===== src/rtl/regscan_pkg.sv =====
package regscan_pkg;
    typedef enum logic [1:0] {
        ST_IDLE  = 2'd0,
        ST_DREQ  = 2'd1,
        ST_DRSP  = 2'd2,
        ST_REPLY = 2'd3
    } bridge_state_e;

    localparam int STAT_DONE = 0;
    localparam int STAT_FAIL = 1;
    localparam int STAT_W = 2;
    localparam logic [3:0] WORD_BYTES = 4'd8;
    localparam int DATA_W = 64;
endpackage


===== src/rtl/regscan_swap.sv =====
module regscan_swap #(
    parameter int BYTES = 8,
    localparam int W = BYTES * 8
) (
    input  logic [W-1:0] din,
    output logic [W-1:0] dout
);
    for (genvar b = 0; b < BYTES; b++) begin : g_lane
        assign dout[b*8 +: 8] = din[(BYTES-1-b)*8 +: 8];
    end
endmodule


===== src/rtl/regscan_decode.sv =====
module regscan_decode #(
    parameter int          IDX_W   = 28,
    parameter logic [63:0] CHIP_ID = 64'h0
) (
    input  logic [IDX_W-1:0] idx,
    output logic             rd_local,
    output logic [63:0]      rd_value,
    output logic             wr_drop
);
    logic [31:0] key;
    logic        is_chip;
    logic        rd_zero;
    logic        wr_only;
    logic        rd_only;
    logic [63:0] chip_be;

    assign key = {{(32-IDX_W){1'b0}}, idx};

    regscan_swap #(.BYTES(8)) u_chip_swap (.din(CHIP_ID), .dout(chip_be));

    always_comb begin
        is_chip = (key == 32'h000F_000F);
        rd_zero = 1'b0;
        rd_only = 1'b0;
        wr_only = 1'b0;
        case (key)
            32'h0001_8002, 32'h0201_3F01, 32'h0201_3F05:
                rd_only = 1'b1;
            32'h0101_0C01, 32'h0101_0C02, 32'h0101_0C04, 32'h0101_0C05:
                wr_only = 1'b1;
            32'h0101_0C00, 32'h0101_0C03, 32'h0102_0013, 32'h0102_0014,
            32'h000F_0033, 32'h000F_0034, 32'h0009_0012, 32'h0009_0013,
            32'h0009_0018, 32'h0202_0007, 32'h0202_0009, 32'h0202_000F,
            32'h0201_3028, 32'h0201_302A, 32'h0201_3801, 32'h0201_3802,
            32'h0201_0828, 32'h0201_082A, 32'h0201_0841, 32'h0201_0842,
            32'h0401_0828, 32'h0401_082A, 32'h0401_0841, 32'h0401_0842:
                rd_zero = 1'b1;
            default: ;
        endcase
        rd_local = is_chip | rd_zero | rd_only;
        wr_drop  = is_chip | rd_zero | wr_only;
        rd_value = is_chip ? chip_be : 64'h0;
    end
endmodule


===== src/rtl/regscan_timer.sv =====
module regscan_timer #(
    parameter int TIMEOUT = 1024,
    localparam int CW = $clog2(TIMEOUT + 1)
) (
    input  logic clk,
    input  logic rst_n,
    input  logic run,
    output logic expired
);
    logic [CW-1:0] cnt_q;

    always_ff @(posedge clk) begin
        if (!rst_n || !run) cnt_q <= '0;
        else if (!expired)  cnt_q <= cnt_q + 1'b1;
    end

    assign expired = run && (cnt_q == CW'(TIMEOUT - 1));
endmodule


===== src/rtl/regscan_bridge.sv =====
module regscan_bridge
    import regscan_pkg::*;
#(
    parameter int          IDX_W   = 28,
    parameter int          TIMEOUT = 1024,
    parameter logic [63:0] CHIP_ID = 64'h0,
    localparam int         HA_W    = IDX_W + 3
) (
    input  logic              clk,
    input  logic              rst_n,
    input  logic              h_valid,
    output logic              h_ready,
    input  logic              h_write,
    input  logic [HA_W-1:0]   h_addr,
    input  logic [3:0]        h_size,
    input  logic [63:0]       h_wdata,
    output logic [63:0]       h_rdata,
    output logic              h_err,
    output logic              d_req_valid,
    input  logic              d_req_ready,
    output logic              d_write,
    output logic [HA_W-1:0]   d_addr,
    output logic [63:0]       d_wdata,
    input  logic              d_rsp_valid,
    output logic              d_rsp_ready,
    input  logic              d_rsp_err,
    input  logic [63:0]       d_rdata,
    input  logic [STAT_W-1:0] stat_clr,
    output logic [STAT_W-1:0] stat
);
    bridge_state_e st_q, st_d;

    logic [IDX_W-1:0]  idx_q;
    logic              wr_q;
    logic [63:0]       wdata_q;
    logic [63:0]       rdata_q;
    logic              err_q;
    logic [STAT_W-1:0] stat_q;

    logic [IDX_W-1:0]  idx_in;
    logic              bad_shape;
    logic              rd_local, wr_drop, local_hit;
    logic [63:0]       local_value;
    logic [63:0]       wdata_native, rdata_be;
    logic              tmo;

    assign idx_in    = h_addr[HA_W-1:3];
    assign bad_shape = (h_size != WORD_BYTES) || (h_addr[2:0] != 3'b000);
    assign local_hit = h_write ? wr_drop : rd_local;

    regscan_decode #(.IDX_W(IDX_W), .CHIP_ID(CHIP_ID)) u_decode (
        .idx      (idx_in),
        .rd_local (rd_local),
        .rd_value (local_value),
        .wr_drop  (wr_drop)
    );

    regscan_swap #(.BYTES(8)) u_wswap (.din(h_wdata), .dout(wdata_native));
    regscan_swap #(.BYTES(8)) u_rswap (.din(d_rdata), .dout(rdata_be));

    regscan_timer #(.TIMEOUT(TIMEOUT)) u_timer (
        .clk     (clk),
        .rst_n   (rst_n),
        .run     ((st_q == ST_DREQ) || (st_q == ST_DRSP)),
        .expired (tmo)
    );

    // state register
    always_ff @(posedge clk) begin
        if (!rst_n) st_q <= ST_IDLE;
        else        st_q <= st_d;
    end

    // next state
    always_comb begin
        st_d = st_q;
        unique case (st_q)
            ST_IDLE:  if (h_valid) st_d = (bad_shape || local_hit) ? ST_REPLY : ST_DREQ;
            ST_DREQ:  if (d_req_ready) st_d = ST_DRSP;
                      else if (tmo)    st_d = ST_REPLY;
            ST_DRSP:  if (d_rsp_valid || tmo) st_d = ST_REPLY;
            ST_REPLY: st_d = ST_IDLE;
            default:  st_d = ST_IDLE;
        endcase
    end

    // datapath registers
    always_ff @(posedge clk) begin
        if (!rst_n) begin
            idx_q   <= '0;
            wr_q    <= 1'b0;
            wdata_q <= '0;
            rdata_q <= '0;
            err_q   <= 1'b0;
        end else begin
            unique case (st_q)
                ST_IDLE: if (h_valid) begin
                    idx_q   <= idx_in;
                    wr_q    <= h_write;
                    wdata_q <= wdata_native;
                    err_q   <= bad_shape;
                    rdata_q <= (bad_shape || h_write) ? 64'h0 : local_value;
                end
                ST_DREQ: if (!d_req_ready && tmo) begin
                    err_q   <= 1'b1;
                    rdata_q <= 64'h0;
                end
                ST_DRSP: if (d_rsp_valid) begin
                    err_q   <= d_rsp_err;
                    rdata_q <= (d_rsp_err || wr_q) ? 64'h0 : rdata_be;
                end else if (tmo) begin
                    err_q   <= 1'b1;
                    rdata_q <= 64'h0;
                end
                ST_REPLY: ;
                default: ;
            endcase
        end
    end

    // sticky status, set wins over clear
    always_ff @(posedge clk) begin
        if (!rst_n) begin
            stat_q <= '0;
        end else begin
            stat_q <= stat_q & ~stat_clr;
            if (st_q == ST_REPLY) begin
                stat_q[STAT_DONE] <= 1'b1;
                if (err_q) stat_q[STAT_FAIL] <= 1'b1;
                else       stat_q[STAT_FAIL] <= stat_q[STAT_FAIL] & ~stat_clr[STAT_FAIL];
            end
        end
    end

    // outputs
    always_comb begin
        h_ready     = (st_q == ST_REPLY);
        h_err       = err_q;
        h_rdata     = rdata_q;
        d_req_valid = (st_q == ST_DREQ);
        d_rsp_ready = (st_q == ST_DRSP);
        d_write     = wr_q;
        d_addr      = {idx_q, 3'b000};
        d_wdata     = wdata_q;
        stat        = stat_q;
    end
endmodule


===== config.mk =====
export PLATFORM = sky130hd
export DESIGN_NAME = regscan_bridge
export DESIGN_NICKNAME = d
export VERILOG_FILES = /design/src/rtl/regscan_pkg.sv /design/src/rtl/regscan_swap.sv /design/src/rtl/regscan_decode.sv /design/src/rtl/regscan_timer.sv /design/src/rtl/regscan_bridge.sv
export SDC_FILE = /design/constraint.sdc
export NUM_CORES = 1
export LEC_CHECK = 0
export ABC_AREA = 1
export BUFFER_PORTS_ARGS = -buffer_cell sky130_fd_sc_hd__buf_2
export CAP_MARGIN = 10
export CORE_MARGIN = 3
export CORE_UTILIZATION = 40
export CTS_BUF_LIST = sky130_fd_sc_hd__clkbuf_4
export CTS_CLUSTER_DIAMETER = 150
export DETAILED_ROUTE_END_ITERATION = 10
export PLACE_DENSITY = 0.67
export SLEW_MARGIN = 0
export SYNTH_ARGS = -nofsm -noshare
export SYNTH_HDL_FRONTEND = slang
export SYNTH_HIERARCHICAL = 1
export SYNTH_SLANG_ARGS = --single-unit

===== constraint.sdc =====
create_clock -name clk -period 2.29 [get_ports clk]
set_clock_uncertainty 0.05 [all_clocks]
set_input_delay 0.458 -clock clk [delete_from_list [all_inputs] [get_ports clk]]
set_output_delay 0.458 -clock clk [all_outputs]
set_load 0.02 [all_outputs]

* Word level (Yosys, flattened, before mapping) *
Cells that the tools add are included.

word-level totals
  bits in registers = 173
  latch bits = 0
  RAM bits = 0
  bits in read-only memories = 0
  output and inout port bits = 166
  logic and storage cells = 101
  memories kept = 0

operators by class
  add/subtract/negate cells = 1
  multiply operators = 0
  divide/modulo/power cells = 0
  magnitude comparators = 0
  equal/unequal tests = 42
  shift-type cells = 0
  multiplexer cells = 23
  bitwise operators = 7
  reductions and logical operators = 20

operator list
  cell                                                   number
  equality test 28 x 26 -> 1 bit, second input constant  13
  2-to-1 mux 64 bit                                      5
  equality test 28 x 25 -> 1 bit, second input constant  8
  case mux 64 bit (3 select lines)                       1
  equality test 28 x 20 -> 1 bit, second input constant  6
  equality test 28 x 27 -> 1 bit, second input constant  4
  equality test 28 x 17 -> 1 bit, second input constant  1
  OR reduction 24 bit                                    1
  2-to-1 mux 2 bit                                       6
  adder 11 x 1 -> 11 bit, second input constant          1
  equality test 11 x 10 -> 1 bit, second input constant  1
  2-to-1 mux 1 bit                                       9
  case mux 2 bit (4 select lines)                        1
  logical OR 1 bit                                       6
  nonzero test 3 bit                                     2
  equality test 2 bit, second input constant             2
  inequality test 2 x 1 -> 1 bit, second input constant  2
  inequality test 4 bit, second input constant           1
  AND reduction 4 bit                                    1
  OR reduction 4 bit                                     1
  logical NOT 1 bit                                      3
  inequality test 3 x 1 -> 1 bit, second input constant  1
  inequality test 3 x 2 -> 1 bit, second input constant  1
  bitwise OR 1 bit                                       3
  other kinds (12)                                       13

* Logic depth before layout (Yosys ltp) *
Gate-level depths: netlist (run 1).

  depth in word-level cells = 10
  gate-level depth with buffers = 16
  depth with buffers taken out = 16

* Hierarchy *
The synthesis (run 1) kept the hierarchy.

modules (own cells, without submodules)
  module          times used  cells an instance  area an instance (µm²)
  regscan_bridge  1           1244               7773.7
  regscan_decode  1           270                1656.6
  regscan_swap    3           64                 480.5
  regscan_timer   1           88                 589.3

* Least setup slack after synthesis (run 1) *
Ideal clock, no wire load.

  path type = register to register
  from = register u_timer.cnt_q[0]
  to = register rdata_q[53] (netlist: h_rdata[53])
  setup time = 0.117 ns
  arrival time = 1.706 ns
  data required time = 2.123 ns
  path slack = 0.416 ns
  cell stages (with the launch flop) = 13
  buffers on the path = 2
  period minus slack after synthesis = 1.874 ns
  path through = dfxtp_1 -> ha_1 -> nand2_2 -> nor2_2 -> nand4_1 -> inv_1 -> nor2_1 -> nand2_1 -> nand3_2 -> buf_4 -> buf_4 -> nor2_1 -> a21oi_1

between the ends
  cells in the longest elaborated chain, start to end = 5
  elaborated cells on any way between the ends = 6
  those cells by class = eq/ne: 3; reduce/logical: 3

RTL lines
  item                                      line                   source
  start: declaration                        regscan_timer.sv:10    logic [CW-1:0] cnt_q;
  start signal: assignment                  regscan_timer.sv:14    else if (!expired) cnt_q <= cnt_q + 1'b1;
  equality test 11 x 10 -> 1 bit (*)        regscan_timer.sv:17    assign expired = run && (cnt_q == CW'(TIMEOUT - 1));
  logical AND 1 bit (*)                     regscan_timer.sv:17
  named net tmo                             regscan_bridge.sv:45   logic tmo;
  logical AND 1 bit                         regscan_bridge.sv:104  ST_DREQ: if (!d_req_ready && tmo) begin
  inequality test 2 x 1 -> 1 bit (no line)  n/a
  AND reduction 4 bit (no line) (*)         n/a
  end signal: assignment                    regscan_bridge.sv:102  rdata_q <= (bad_shape || h_write) ? 64'h0 : local_value;
  end signal: assignment                    regscan_bridge.sv:110  rdata_q <= (d_rsp_err || wr_q) ? 64'h0 : rdata_be;
  end: declaration                          regscan_bridge.sv:36   logic [63:0] rdata_q;

The timed path passes the listed nets; every way through them passes the cells marked *.
A chain may end at the register's enable or synchronous reset.

* Final worst setup path (run 1) *
  from = register st_q[0]
  to = register rdata_q[56] (netlist: h_rdata[56])

between the ends
  cells in the longest elaborated chain, start to end = 6
  elaborated cells on any way between the ends = 12
  those cells by class = eq/ne: 5; mux: 1; reduce/logical: 6

RTL lines
  item                                                                 line                   source
  start: declaration                                                   regscan_bridge.sv:31   bridge_state_e st_q, st_d;
  start signal: assignment                                             regscan_bridge.sv:71   else st_q <= st_d;
  equality test 2 x 1 -> 1 bit or equality test 2 bit (tied branches)  regscan_bridge.sv:64   .run ((st_q == ST_DREQ) || (st_q == ST_DRSP)),
  logical OR 1 bit (*)                                                 regscan_bridge.sv:64
  logical AND 1 bit (*)                                                regscan_timer.sv:17
  named net tmo                                                        regscan_bridge.sv:45
  logical AND 1 bit                                                    regscan_bridge.sv:104
  inequality test 2 x 1 -> 1 bit (no line)                             n/a
  AND reduction 4 bit (no line) (*)                                    n/a

Marked as above.

==> flow_summary_export.csv, run 1 <==
group,metric,value,unit
sta,fmax,0.473,GHz
floorplanning,floorplan.initialDensity,0.409,
floorplanning,rows,61,
pwr,leakagePower,6.25,nW
logic_synthesis,syn_inst,1794,
cts,cts_sinks,173,
worst_setup_path,rr_worst_depth,12,
cts,h-tree-depth,4,
logic_synthesis,ys_seq_area_frac,0.302,
routing,drt-pass1-iter-count,5,
worst_setup_path,worstPathArrival,2.56,ns
logic_synthesis,synth-edff-count,0,
worst_setup_path,slowest_stage,"dfxtp_1",
cts,cts_inserted_buffers,17,
global_route,gr-usage-all-layers,0.179,
routing,drt-met1-wl,12.3,mm
floorplanning,fp.dieH,175,um
floorplanning,ios,338,
min_path,holdPathStages,3,
worst_setup_path,crit_type,"flop to flop",
cts,clk_path_buf_depth,2,
sta,final.min_clock_period,2.11,ns
logic_synthesis,synthFlopType,"dfxtp_1",
final_layout,nets,2137,
worst_setup_path,cp_slowest_stage_delay,0.40,ns
final_layout,drive_above_1_share,0.245,
worst_setup_path,crit_path_end_kind,"flop",
floorplanning,core-area,28000,sq um
routing,num_vias,10100,
min_path,hold_class,"input pin to flop",
worst_setup_path,critPathLaunchType,"flop",
placed_design,placed_cell_area,12100,sq um
routing,via_per_inst,4.29,
sta,period_share,0.922,
routing,route.detailed.drc,0,
sta,setup_viol,0,
worst_setup_path,cp.buffers_inverters,4,
placed_design,hpwl,19.6,mm
logic_synthesis,netlist_area,11500,sq um
routing,highest_layer,"met4",
pwr,ir_drop,0.000526,V
cts,cts_tree,"done",
worst_setup_path,path_common_cell,"nand2_1",
logic_synthesis,synth_warnings,6,
global_route,grt_max_degree,93,
logic_synthesis,synth_cell_types,29,
logic_synthesis,synth.avg_cell_area,6.39,sq um
floorplanning,die_w,175,um
cts,clockRootBuffer,"clkbuf_4",
placed_design,place_ws,0.220,ns
pwr,p_total,14.2,mW
cts,clk_latency,0.56,ns
worst_setup_path,cp.required,2.74,ns
run_status,status,"completed",
global_route,grt_overflow,0,
logic_synthesis,ys_ff_latch,173,
final_layout,stdcell_area,12600,sq um
global_route,grt_pass1_vias,9631,
final_layout,finalCoreUtilization,0.448,
routing,wirelength,28.1,mm
sta,setup_ws,0.178,ns
routing,drt_iter0_drc,491,
sta,hold_viol,0,
sta,fin_tns_setup,0,ns
sta,rsz0062_at_grt,"false",
routing,antenna_left,0,
floorplanning,design.die.area,30700,sq um
worst_setup_path,cp_max_fo,29,
sta,report.final.slew_viol_count,0,
global_route,grt_antenna_before_repair,1,
pwr,power.density,1130,nW/um^2
sta,worst_slew_pin_slew,1.00,ns
cts,path_clk_slew,0.20,ns
placed_design,port-buffer-count,334,
global_route,grt_first_pass_wirelength,46.1,mm
routing,route.met2.wl,13.3,mm
final_layout,syn2layout_area_growth,9.60,%
logic_synthesis,synthArstFlopShare,0,
worst_setup_path,crit_chain,"inv_1, ha_2, nand4_1, inv_1, nor2_1, nand2_1, nand3_4, buf_12, clkbuf_16, nand2_1, nand2_1, a21oi_1",
worst_setup_path,cp_top_family,"buffers and inverters",
job,drv_cap,0,
routing,met3WireLength,2.22,mm
routing,wl_per_cell,12.0,um
placed_design,gp_congestion,0.884,
sta,maxSlewHeadroom,0.333,
worst_setup_path,cp.depth,12,
registers in the layout, summed over array words and instances, names as in the netlist:
name and count:
d_wdata 64, st_q 2, h_err 1, u_timer/cnt_q 11
h_rdata 64, d_write 1, stat 2, idx_q 28
placed cells by master, fill, tap and decap left out, types with 12 or more instances in the layout:
| cell type | synthesis | final |
|---|---|---|
| nand2_1 | 222 | 222 |
| nor2_4 | 64 | 64 |
| dfxtp_1 | 173 | 171 |
| nor2_2 | 12 | 12 |
| buf_2 | 24 | 333 |
| buf_4 | 203 | 13 |
| inv_1 | 310 | 309 |
| nand3_1 | 89 | 89 |
| clkbuf_4 | 0 | 17 |
| a21oi_1 | 78 | 78 |
| conb_1 | 2 | 67 |
| o21ai_0 | 97 | 97 |
| nor2_1 | 435 | 435 |
cell usage after synthesis (all sizes together) (5+ instances only):
| cell type | count | area [sq um] |
|---|---|---|
| nand3 | 90 | 455 |
| nand3b | 5 | 37.5 |
| buf | 239 | 1830 |
| dfxtp | 173 | 3460 |
| nor3 | 5 | 41.3 |
| clkbuf | 39 | 146 |
| ha | 5 | 62.6 |
| o21ai | 97 | 485 |
| a21oi | 78 | 390 |
| inv | 314 | 1180 |
| nor2 | 511 | 2430 |
| nand2 | 229 | 877 |
where the power goes:
group	switching, mW	total [mW]	internal, mW
combinational	4.97	7.62	2.65
clock	1.35	1.87	0.513
sequential	0.581	4.68	4.10
total	6.91	14.2	7.26
stage by stage:
| stage | cells | hold slack [ns] |
|---|---|---|
| final | 2352 | 0.0716 |
| after global routing | 2352 | 0.0133 |
| after CTS | 2345 | 0.00151 |
| after detailed placement | 2312 | 0.411 |
| after global placement | 2312 | 0.398 |
| after floorplan | 1859 | 0.414 |
what timing repair did:
item	in CTS	in global routing
endpoints found under the setup margin	0	27
endpoints found under the hold margin	1	1
hold buffers	1	1
gates resized for setup	0	4
setup buffers	0	2
layer usage:
layer,vias to the layer above,track usage
met5,-,0
met4,0,0.0386
met3,20,0.0497
met2,289,0.317
met1,4412,0.217
li1,5374,-
layout make-up:
cell class                      count  area, sq um
Tap cell                          378          473
Multi-Input combinational cell   1094         5090
Clock buffer                       17          128
Fill cell                        2991        15400
Antenna cell                        1         2.50
Clock inverter                     15          169
Sequential cell                   173         3470
Timing Repair Buffer              360         2050
Inverter                          314         1180
worst register-to-register path, delay by kind of cell (launching register included):
kind | cells | cell delay (ns)
and+or+nand+nor | 6 | 0.53
buffers and inverters | 4 | 0.57
DFF | 1 | 0.40
AOI/OAI and AO/OA | 1 | 0.13
adders and majority gates | 1 | 0.38
worst paths after layout:
| path | start | to | slack (ns) |
|---|---|---|---|
| setup / recovery | st_q[0] | h_rdata[56] | 0.18 |
| hold / removal | h_wdata[37] | d_wdata[29] | 0.07 |
| setup reg to reg | st_q[0] | h_rdata[56] | 0.18 |
| hold reg to reg | stat[1] | stat[1] | 0.43 |
cell families after synthesis:
logic type | after synthesis | synth area share
AND/OR/NAND/NOR | 843 | 0.337
buffers and inverters | 592 | 0.276
AO/OA/AOI/OAI | 176 | 0.0771
flip-flops | 173 | 0.302
adder cells (fa/ha/maj) | 5 | 0.00546
XOR/XNOR | 3 | 0.00229
other | 2 | 0.000655
No activity file was read; power rests on OpenSTA's default activity.
==> run 2: changes to the inputs <==
Settings changed: BUFFER_PORTS_ARGS -buffer_cell sky130_fd_sc_hd__buf_2 to -buffer_cell sky130_fd_sc_hd__buf_4, CORE_UTILIZATION 40 to 30, CTS_CLUSTER_DIAMETER 150 to 40, PLACE_DENSITY 0.67 to 0.54.
==> run 2 against run 1 <==
Die area increased by 32%; highest routed layer unchanged; via count increased by 2.8%; critical path type unchanged; clock power rose by 5%.
==> flow_summary_export.csv, run 2 (synthesis results as in run 1) <==
group,metric,value,unit
routing,num_vias,10400,
final_layout,nets,2212,
routing,via_per_inst,4.06,
pwr,leakagePower,6.72,nW
worst_setup_path,worstPathArrival,2.57,ns
worst_setup_path,critPathLaunchType,"flop",
final_layout,layout.cells.most_common_list,"nor2_1 (435), buf_4 (344), inv_1 (309)",
sta,maxSlewHeadroom,0.190,
global_route,grt_pass1_vias,10200,
worst_setup_path,crit_type,"flop to flop",
final_layout,final_cells,2555,
sta,setup_ws,0.189,ns
placed_design,dpl.cell_count,2435,
job,drv_cap,0,
sta,fmax,0.476,GHz
sta,period_share,0.918,
sta,report.final.slew_viol_count,0,
routing,route.detailed.drc,0,
placed_design,port-buffer-count,334,
min_path,hold_class,"input pin to flop",
routing,drt-pass1-iter-count,5,
worst_setup_path,crit_path_end_kind,"flop",
placed_design,place_ws,0.165,ns
floorplanning,die_w,201,um
global_route,grt_antenna_before_repair,2,
floorplanning,core-area,37100,sq um
placed_design,placed_cell_area,13100,sq um
sta,final.min_clock_period,2.10,ns
worst_setup_path,cp.required,2.76,ns
run_status,status,"completed",
cts,path_clk_slew,0.16,ns
cts,clk_latency,0.61,ns
floorplanning,floorplan.initialDensity,0.309,
sta,rsz0062_at_grt,"false",
routing,wirelength,31.7,mm
sta,worst_slew_pin_slew,1.21,ns
pwr,power.density,1050,nW/um^2
cts,cts_sinks,173,
floorplanning,rows,70,
routing,drt_iter0_drc,374,
placed_design,hpwl,21.5,mm
sta,setup_viol,0,
cts,cts_inserted_buffers,17,
floorplanning,ios,338,
cts,clockRootBuffer,"clkbuf_4",
global_route,grt_first_pass_wirelength,51.4,mm
final_layout,final_common_cell,"nor2_1",
cts,clk_path_buf_depth,2,
sta,hold_viol,0,
sta,fin_tns_setup,0,ns
final_layout,syn2layout_area_growth,24.5,%
global_route,grt_overflow,0,
pwr,ir_drop,0.000597,V
floorplanning,fp.dieH,201,um
final_layout,finalCoreUtilization,0.384,
cts,h-tree-depth,4,
final_layout,stdcell_area,14300,sq um
global_route,grt_max_degree,101,
global_route,gr-usage-all-layers,0.154,
routing,antenna_left,0,
final_layout,drive_above_1_share,0.234,
cts,cts_tree,"done",
worst_setup_path,cp_max_fo,19,
floorplanning,design.die.area,40600,sq um
placed_design,gp_congestion,0.814,
routing,wl_per_cell,12.4,um
[run 2: changes by cell type in the layout (fill, tap and decap cells not counted), sizes merged]
cell / before / now
buf: 355 / 353
bufinv: 0 / 2
clkinv: 6 / 4
diode: 1 / 3
dlygate4sd3: 2 / 80
inv: 322 / 321
[run 2: layer usage]
metal	global-route usage	vias up	share of wire	routed length [um]
met2	0.260	285	0.47	14800
li1	-	5520	-	-
met4	0.0366	0	0.012	393
met5	0	-	0	0
met1	0.187	4557	0.44	14000
met3	0.0558	20	0.080	2540
[run 2: stage by stage]
stage / hold WS [ns] / power, mW
after global routing: 0.0336 / 16.4
after global placement: 0.404 / 12.7
after floorplan: 0.414 / 10.1
final: 0.0888 / 15.0
after CTS: 0.00150 / 15.0
after detailed placement: 0.407 / 12.8
[run 2: worst paths after layout]
check	end	cells after the start	slack [ns]	from
worst max-delay path	h_rdata[14]	11	0.19	st_q[0]
worst max register to register	h_rdata[14]	11	0.19	st_q[0]
worst min-delay path	idx_q[15]	3	0.09	h_addr[18]
worst min register to register	stat[1]	2	0.44	stat[1]
[run 2: critical path, cell delays in order, from the launching register on]
cell and delay, ns:
dfxtp_1 0.40, inv_1 0.09, ha_1 0.36, nand4_1 0.17, inv_1 0.12, nor2_1 0.04, nand2_1 0.13, nand3_4 0.10
buf_4 0.18, buf_12 0.15, nor2_1 0.14, a21oi_1 0.08
[run 2: cell type report]
class	instances	area (sq um)
Fill cell	4089	22900
Clock buffer	18	135
Antenna cell	3	7.51
Tap cell	504	631
Timing Repair Buffer	435	3600
Clock inverter	14	154
Sequential cell	173	3470
Inverter	314	1180
Multi-Input combinational cell	1094	5090
[run 2: timing repair]
item	4_1_cts	5_1_grt
setup buffers	0	3
hold buffers	80	0
setup endpoints to repair	0	60
gates resized for setup	0	3
hold endpoints to repair	80	0
[run 2: where the power goes]
part	switching (mW)	total, mW	internal (mW)
combinational	5.05	8.34	3.29
sequential	0.630	4.73	4.10
clock	1.27	1.96	0.684
total	6.96	15.0	8.07
==> run 3: changes to the inputs <==
Settings changed: ABC_AREA 1 to not set, PLACE_DENSITY 0.54 to 0.56.
==> run 3 against run 2 <==
Final cell count shrank 31%; critical path type unchanged; setup slack worse by 0.084 ns; largest power group unchanged; sequential power fell by 11%.
==> flow_summary_export.csv, run 3 <==
group,metric,value,unit
cts,cts_inserted_buffers,17,
logic_synthesis,synth.avg_cell_area,8.30,sq um
final_layout,final_common_cell,"buf_4",
run_status,status,"completed",
placed_design,placed_cell_area,11500,sq um
final_layout,multi_input_area,4480,sq um
job,drv_cap,0,
floorplanning,die_w,184,um
worst_setup_path,rr_worst_depth,8,
logic_synthesis,synth_cell_types,67,
routing,drt_iter0_drc,439,
logic_synthesis,synth_top_area_frac,0.363,
sta,final.min_clock_period,2.19,ns
sta,whs,0.0646,ns
worst_setup_path,crit_type,"flop to flop",
logic_synthesis,synthFlopType,"dfxtp_1",
floorplanning,rows,64,
sta,maxSlewHeadroom,0.428,
floorplanning,core-area,31000,sq um
logic_synthesis,synthMostInstantiatedCell,"nand2_1",
global_route,grt_overflow,0,
pwr,power.density,989,nW/um^2
logic_synthesis,yosys.area.top_type,"dfxtp_1",
logic_synthesis,syn_inst,1150,
floorplanning,ios,338,
cts,clockRootBuffer,"clkbuf_4",
worst_setup_path,critPathLaunchType,"flop",
routing,drt-pass1-iter-count,4,
final_layout,final_cells,1752,
sta,setup_viol,0,
floorplanning,design.die.area,34000,sq um
placed_design,dpl.cell_count,1719,
placed_design,port-buffer-count,334,
global_route,grt_antenna_before_repair,2,
routing,num_vias,8006,
routing,wl_per_cell,15.7,um
min_path,hold_class,"input pin to flop",
final_layout,finalCoreUtilization,0.379,
global_route,grt_max_degree,113,
cts,post-cts-setup-buffers,0,
global_route,gr-usage-all-layers,0.156,
placed_design,hpwl,19.1,mm
final_layout,stdcell_area,11700,sq um
final_layout,drive_above_1_share,0.356,
cts,clk_latency,0.59,ns
pwr,leakagePower,5.17,nW
logic_synthesis,synth_common_cells,"nand2_1 (206), buf_4 (199), dfxtp_1 (173)",
sta,rsz0062_at_grt,"false",
routing,via_per_inst,4.57,
cts,clk_path_buf_depth,2,
final_layout,layout.cells.most_common_list,"buf_4 (370), nand2_1 (205), dfxtp_1 (172)",
logic_synthesis,synth-edff-count,0,
cts,cts_tree,"done",
sta,fmax,0.458,GHz
floorplanning,fp.dieH,184,um
worst_setup_path,crit_path_end_kind,"flop",
worst_setup_path,cp_top_family,"simple AND/OR/NAND/NOR gates",
worst_setup_path,cp.buffers_inverters,1,
pwr,ir_drop,0.000739,V
sta,worst_slew_pin_slew,0.858,ns
final_layout,seq_area,3460,sq um
logic_synthesis,synthArstFlopShare,0,
cts,path_clk_slew,0.18,ns
cts,h-tree-depth,4,
worst_setup_path,cp.required,2.69,ns
routing,route.detailed.drc,0,
sta,setup_ws,0.105,ns
floorplanning,floorplan.initialDensity,0.308,
cts,cts_sinks,173,
routing,wirelength,27.5,mm
worst_setup_path,cp_slowest_stage_delay,0.39,ns
global_route,grt_first_pass_wirelength,42.8,mm
worst_setup_path,slowest_stage,"dfxtp_2",
final_layout,fillers,3237,
logic_synthesis,netlist_area,9550,sq um
routing,antenna_left,0,
sta,hold_viol,0,
final_layout,nets,1520,
logic_synthesis,synth_warnings,6,
sta,report.final.slew_viol_count,0,
logic_synthesis,ys_seq_area_frac,0.363,
worst_setup_path,cp_max_fo,52,
placed_design,place_ws,-0.125,ns
worst_setup_path,crit_chain,"ha_1, and4_2, and4_4, and2_1, o221ai_4, buf_12, a221oi_1, nor2_1",
global_route,grt_pass1_vias,7886,
worst_setup_path,cp.depth,8,
min_path,holdPathStages,3,
worst_setup_path,worstPathArrival,2.59,ns
logic_synthesis,synthTopCellsByArea,"dfxtp_1 (36%), buf_4 (16%), nand2_1 (8.1%), a21boi_0 (7.5%), a221oi_1 (4.8%)",
logic_synthesis,ys_ff_latch,173,
sta,period_share,0.954,
placed_design,gp_congestion,0.806,
final_layout,syn2layout_area_growth,23.0,%
-- run 3: final timing paths --
path / from / slack, ns / to
worst max-delay path: u_timer/cnt_q[1] / 0.10 / h_rdata[19]
worst min-delay path: d_rdata[12] / 0.06 / h_rdata[52]
worst max register to register: u_timer/cnt_q[1] / 0.10 / h_rdata[19]
worst min register to register: d_wdata[16] / 0.42 / d_wdata[16]
-- run 3: layer usage --
metal	routed length, um	vias up	global-route usage
met3	2510	25	0.0588
met2	12300	258	0.252
met4	339	2	0.0366
met5	13	-	0
li1	-	4037	-
met1	12300	3684	0.199
-- run 3: worst register-to-register path: stages (launching register included) --
cell,delay (ns)
dfxtp_2,0.39
ha_1,0.16
and4_2,0.23
and4_4,0.25
and2_1,0.23
o221ai_4,0.13
buf_12,0.21
a221oi_1,0.33
nor2_1,0.08
-- run 3: through the flow --
stage | power, mW | setup TNS, ns
2_1_floorplan | 7.66 | 0
3_3_place_gp | 9.86 | -0.0961
3_5_place_dp | 9.92 | -0.125
4_1_cts | 11.8 | 0
5_1_grt | 12.5 | 0
6_report | 11.6 | 0
-- run 3: kinds of logic (layout without fill, tap and decap cells) --
logic type / after synthesis / in the layout / share of synthesized area
adder cells (fa/ha/maj): 5 / 5 / 0.00655
AND/OR/NAND/NOR: 420 / 420 / 0.218
XOR/XNOR: 3 / 3 / 0.00275
AO/OA/AOI/OAI: 264 / 264 / 0.207
multiplexers: 4 / 4 / 0.00419
buffers and inverters: 279 / 419 / 0.198
flip-flops: 173 / 173 / 0.363
other: 2 / 68 / 0.000787
-- run 3: cell type report --
type                       instances  share of cell area
clock buffer                      19              0.0121
multi-input combinational        763               0.382
inverter                           6             0.00192
clock inverter                    12              0.0105
sequential                       173               0.295
antenna                            1            0.000213
timing repair buffer             382               0.256
tap                              396              0.0422
-- run 3: repair_timing --
item | in CTS | in global routing
hold buffers | 0 | 1
resized for setup | 0 | 2
endpoints found under the setup margin | 0 | 38
endpoints found under the hold margin | 0 | 1
-- run 3: power by group --
group | total (mW) | leakage, nW | switching [mW] | internal [mW]
clock network | 1.81 | 0.133 | 1.16 | 0.655
registers | 4.19 | 1.42 | 0.399 | 3.79
logic | 5.61 | 3.62 | 3.28 | 2.34
